$ cat src/rtl/psc_pkg.sv
package psc_pkg;
  typedef enum logic [1:0] {
    PS_RUN   = 2'd0,
    PS_IDLE  = 2'd1,
    PS_PDOWN = 2'd2
  } pwrState_t;

  typedef struct packed {
    logic mcRun;
    logic mcClear;
  } dpStrobe_t;
endpackage

$ cat src/rtl/psc_datapath.sv
module psc_datapath
  import psc_pkg::*;
#(
  parameter int MC_LEN      = 12,
  parameter int QUAL_MC     = 2,
  parameter int SYNC_STAGES = 2
) (
  input  logic      clk,
  input  logic      porN,
  input  logic      rstPinRaw,
  input  dpStrobe_t strobe,
  output logic      mcTick,
  output logic      qualHit
);
  localparam int QUAL_LEN = MC_LEN * QUAL_MC;
  localparam int QW       = $clog2(QUAL_LEN + 1);
  localparam int MW       = $clog2(MC_LEN);

  logic [SYNC_STAGES-1:0] syncQ;
  logic                   rstSync;
  logic [QW-1:0]          qualCnt;
  logic [MW-1:0]          mcCnt;

  generate
    if (SYNC_STAGES == 1) begin : g_sync1
      always_ff @(posedge clk or negedge porN)
        if (!porN) syncQ <= '0;
        else       syncQ <= rstPinRaw;
    end else begin : g_syncN
      always_ff @(posedge clk or negedge porN)
        if (!porN) syncQ <= '0;
        else       syncQ <= {syncQ[SYNC_STAGES-2:0], rstPinRaw};
    end
  endgenerate

  assign rstSync = syncQ[SYNC_STAGES-1];

  always_ff @(posedge clk or negedge porN) begin
    if (!porN)                          qualCnt <= '0;
    else if (!rstSync)                  qualCnt <= '0;
    else if (qualCnt != QW'(QUAL_LEN))  qualCnt <= qualCnt + 1'b1;
  end

  assign qualHit = rstSync && (qualCnt >= QW'(QUAL_LEN - 1));

  always_ff @(posedge clk or negedge porN) begin
    if (!porN)              mcCnt <= '0;
    else if (strobe.mcClear) mcCnt <= '0;
    else if (strobe.mcRun)   mcCnt <= (mcCnt == MW'(MC_LEN - 1)) ? '0 : mcCnt + 1'b1;
  end

  assign mcTick = strobe.mcRun && (mcCnt == MW'(MC_LEN - 1));

  a_r3_no_overflow: assert property (@(posedge clk) disable iff (!porN)
    qualCnt <= QW'(QUAL_LEN));
  a_r2_cnt_bound: assert property (@(posedge clk) disable iff (!porN)
    mcCnt < MW'(MC_LEN));
  a_r6_cnt_frozen: assert property (@(posedge clk) disable iff (!porN)
    (!strobe.mcRun && !strobe.mcClear) |=> $stable(mcCnt));
  a_r4_cnt_cleared: assert property (@(posedge clk) disable iff (!porN)
    strobe.mcClear |=> (mcCnt == '0));
endmodule

$ cat src/rtl/psc_control.sv
module psc_control
  import psc_pkg::*;
#(
  parameter int IRQ_W = 3
) (
  input  logic             clk,
  input  logic             porN,
  input  logic             qualHit,
  input  logic             mcTick,
  input  logic             modeWr,
  input  logic             modeIdleIn,
  input  logic             modePdIn,
  input  logic [IRQ_W-1:0] irqWake,
  output logic             sysRst,
  output logic             cpuClkEn,
  output logic             periClkEn,
  output dpStrobe_t        strobe
);
  pwrState_t state;
  logic      irqSeen;
  logic      wakePend;

  assign wakePend = irqSeen || (|irqWake);

  always_ff @(posedge clk or negedge porN) begin
    if (!porN) sysRst <= 1'b0;
    else       sysRst <= qualHit;
  end

  always_ff @(posedge clk or negedge porN) begin
    if (!porN) begin
      state   <= PS_RUN;
      irqSeen <= 1'b0;
    end else if (sysRst) begin
      state   <= PS_RUN;
      irqSeen <= 1'b0;
    end else begin
      case (state)
        PS_RUN: begin
          if (modeWr) begin
            if (modePdIn)        state <= PS_PDOWN;
            else if (modeIdleIn) state <= PS_IDLE;
          end
        end
        PS_IDLE: begin
          if (mcTick && wakePend) begin
            state   <= PS_RUN;
            irqSeen <= 1'b0;
          end else begin
            irqSeen <= wakePend;
          end
        end
        default: state <= PS_PDOWN;
      endcase
    end
  end

  assign cpuClkEn       = (state == PS_RUN);
  assign periClkEn      = (state != PS_PDOWN);
  assign strobe.mcRun   = (state != PS_PDOWN);
  assign strobe.mcClear = sysRst;

  a_r9_pd_held: assert property (@(posedge clk) disable iff (!porN)
    (state == PS_PDOWN && !sysRst) |=> (state == PS_PDOWN));
  a_r8_wake_on_tick: assert property (@(posedge clk) disable iff (!porN)
    (state == PS_IDLE && !mcTick && !sysRst) |=> (state == PS_IDLE));
  a_r4_reset_clears: assert property (@(posedge clk) disable iff (!porN)
    sysRst |=> (state == PS_RUN));
  a_r10_no_write_asleep: assert property (@(posedge clk) disable iff (!porN)
    (state != PS_RUN && !sysRst) |=> (state != PS_RUN || $past(mcTick)));
  a_r6_enable_order: assert property (@(posedge clk) disable iff (!porN)
    !periClkEn |-> !cpuClkEn);
endmodule

$ cat src/rtl/psc_clkrst_ctrl.sv
module psc_clkrst_ctrl
  import psc_pkg::*;
#(
  parameter int MC_LEN      = 12,
  parameter int QUAL_MC     = 2,
  parameter int SYNC_STAGES = 2,
  parameter int IRQ_W       = 3
) (
  input  logic             clk,
  input  logic             porN,
  input  logic             rstPinRaw,
  input  logic             modeWr,
  input  logic             modeIdleIn,
  input  logic             modePdIn,
  input  logic [IRQ_W-1:0] irqWake,
  output logic             cpuClkEn,
  output logic             periClkEn,
  output logic             mcTick,
  output logic             sysRst
);
  dpStrobe_t strobe;
  logic      qualHit;

  psc_datapath #(
    .MC_LEN(MC_LEN), .QUAL_MC(QUAL_MC), .SYNC_STAGES(SYNC_STAGES)
  ) u_dp (
    .clk(clk), .porN(porN), .rstPinRaw(rstPinRaw),
    .strobe(strobe), .mcTick(mcTick), .qualHit(qualHit)
  );

  psc_control #(.IRQ_W(IRQ_W)) u_ctl (
    .clk(clk), .porN(porN), .qualHit(qualHit), .mcTick(mcTick),
    .modeWr(modeWr), .modeIdleIn(modeIdleIn), .modePdIn(modePdIn),
    .irqWake(irqWake), .sysRst(sysRst), .cpuClkEn(cpuClkEn),
    .periClkEn(periClkEn), .strobe(strobe)
  );
endmodule

$ cat config.mk
export PLATFORM = sky130hd
export DESIGN_NAME = psc_clkrst_ctrl
export DESIGN_NICKNAME = d
export VERILOG_FILES = /design/src/rtl/psc_pkg.sv /design/src/rtl/psc_datapath.sv /design/src/rtl/psc_control.sv /design/src/rtl/psc_clkrst_ctrl.sv
export SDC_FILE = /design/constraint.sdc
export NUM_CORES = 1
export LEC_CHECK = 0
export BUFFER_PORTS_ARGS = -buffer_cell sky130_fd_sc_hd__buf_2
export CAP_MARGIN = 20
export CORE_MARGIN = 2
export CORE_UTILIZATION = 53
export CTS_CLUSTER_SIZE = 16
export DETAILED_ROUTE_END_ITERATION = 10
export PLACE_DENSITY = 0.74
export SLEW_MARGIN = 20
export SYNTH_ARGS = -nofsm -noshare
export SYNTH_HDL_FRONTEND = slang
export SYNTH_SLANG_ARGS = --single-unit
$ cat constraint.sdc
create_clock -name clk -period 3.06 [get_ports clk]
set_input_delay 0.459 -clock clk [delete_from_list [all_inputs] [get_ports clk]]
set_output_delay 0.459 -clock clk [all_outputs]
set_load 0.05 [all_outputs]
==> metrics <==
largest area contributor in the netlist=dfrtp_1; Yosys Warn Count=0; first drt pass iteration count=5; final wirelength=approximately 1.3 mm; Hold Crit Class=in2async; Avg Cell Area, Syn=10.3 um2; Max-cap violations=0; DRT iter0 DRCs=19; number of global-route vias before repair=498; minimum clock period=between 1.5 and 2 ns; ys flop type=dfrtp_1; FFs w/ async S/R, synth=between 90% and 100%; Post-synth EDFFs=0; largest net degree at the start of global routing=16; io pins=13; Setup Viol. Count Final=0; CTS tree=built; nets@finish=slightly below 100; DR WL/cell=13.3 um; crit start category=flip-flop; H-tree level count=1; worst clock skew=between 0.001 and 0.0015 ns; pwr dens=between 500 and 600 nW/um2; GP Congestion=0.757; PortBufs=12; core box area=1280 um2; Rows=13; post-synth top area share=between 50% and 60%; Static Leak=roughly 0.41 nW; hold buffer count at CTS=0; Clock Tree Buf Depth=2; most common cell after layout, fill and taps aside=dfrtp_1; Worst Max-Slew Pin Slew=roughly 0.33 ns; Antenna Cells=0; TNS Setup=0 ns; Post-CTS Resized=0; initial core utilization=between 50% and 60%; leading post-synthesis cells by cell area=dfrtp_1, ha_1, xnor2_1, nor2_1, nand3_1; Hold Slack=0.0486 ns; CTS sink cnt=15; Post-CTS Setup Repair Bufs=0; Worst EP required=~2.6 ns; die span in y=just over 40 um; Slew HR=slightly below 80%; RSZ-0062 raised after global routing=no; drt drc=0; Placed Instances=96; sequential fraction of the synthesis area=between 50% and 60%; Die W=between 40 and 50 um; share of cells above drive strength 1=20.0%; max-slew violation count=0; Layout Cells excl Fill=100; gr usage total=between 10% and 20%; DP HPWL=957 um; via/cell ratio=5.65; final core occ=64.4%; Skew-Pair Late Insertion Delay=approximately 0.29 ns; Num CTS Buffers=3; #FFs+latches synth=15; Hold Vio Cnt, Final=0; grt ovf=0; Peak Freq=547 MHz; DR vias=565; status=completed; clk slew on worst S/H paths=0.09 ns; CTS Root Cell=clkbuf_4; Max FO, Critical Path=3; Die Footprint=roughly 1700 um2; first-pass GRT wire length=between 1.5 and 2 mm; Unique masters post-synth=26; Post-Syn Instances=70; initial antenna violation count=0; Mapped Nets=82; worst vdd ir=between 0.0003 and 0.0004 V; Syn Std Cell Area=between 700 and 800 um2; most frequent cells in the layout=dfrtp_1, buf_2, nor2_1; Final Cycle Share=around three fifths; arrival time at the worst endpoint=~1.4 ns; Final ANT Viol Nets=0; CP endpoint kind=primary output; Setup Crit Path Kind=reg2out; area growth from synthesis to layout=14.2%
-- through the flow --
step                      power (W)  cell area (um2)  setup slack, ns
final                      0.000452              827             1.23
after global routing       0.000484              827             1.13
after CTS                  0.000458              827             1.23
after detailed placement   0.000340              800             1.56
after global placement     0.000333              800             1.59
after floorplan            0.000313              724             1.29
-- kinds of logic (layout without fill, tap and decap cells) --
family | after synthesis | count (layout) | synth area share [%]
xor+xnor | 5 | 5 | 6.04
simple gates | 30 | 30 | 24.4
compound gates | 10 | 10 | 8.12
flops | 15 | 15 | 51.8
mux | 1 | 1 | 1.38
fa+ha+maj | 3 | 3 | 5.18
buf+inv | 6 | 21 | 3.11
-- cell usage after synthesis, drive strengths merged (2+ instances only) --
library cell	number
xnor2	4
nand2b	2
and2	3
nand2	4
inv	5
a31oi	2
or4	2
nor2	7
ha	3
nand4b	2
nand3	4
a21oi	3
dfrtp	15
nor2b	2
o21ai	3
-- layout make-up --
type,count,area (um2)
Clock buffer,3,22.5
Clock inverter,1,5.00
Fill cell,117,458
Inverter,5,18.8
Multi-Input combinational cell,49,327
Sequential cell,15,375
Tap cell,15,18.8
Timing Repair Buffer,12,60.1
-- metal layers --
metal  up-vias  wire length [um]  global-route usage [%]
li1        274                 -                       -
met1       266               574                    20.4
met2        20               634                    31.6
met3         5                87                    4.89
met4         0                34                    15.0
met5         -                 0                       0
-- sequential cells by signal (all words and copies together), names as in the netlist --
name / count
u_dp.qualCnt: 5
u_ctl.sysRst: 1
u_dp.syncQ: 2
u_dp.mcCnt: 4
u_ctl.state: 2
u_ctl.irqSeen: 1
-- where the power goes --
| part | leakage, nW | switching, W | internal (W) |
|---|---|---|---|
| registers | 0.183 | 0.0000257 | 0.000225 |
| logic | 0.207 | 0.0000438 | 0.0000423 |
| clock network | 0.0177 | 0.0000667 | 0.0000487 |
-- final timing paths --
kind | startpoint | to | slack, ns | cells after the start
max | u_dp.mcCnt[0] | mcTick | 1.23 | 4
min | porN | u_dp.mcCnt[0] | 0.05 | 1
max reg2reg | u_dp.mcCnt[0] | u_dp.mcCnt[2] | 1.69 | 4
min reg2reg | u_dp.syncQ[0] | u_dp.syncQ[1] | 0.36 | 0
max in group asynchronous | porN | u_ctl.irqSeen | 2.77 | 1
min in group clk | rstPinRaw | u_dp.syncQ[0] | 0.26 | 1
-- critical path: stages, from the launching register on --
cell      delay (ns)
dfrtp_1         0.39
ha_1            0.20
nand3b_1        0.12
nor2_1          0.10
buf_2           0.26
No activity file was read; power rests on OpenSTA's default activity.
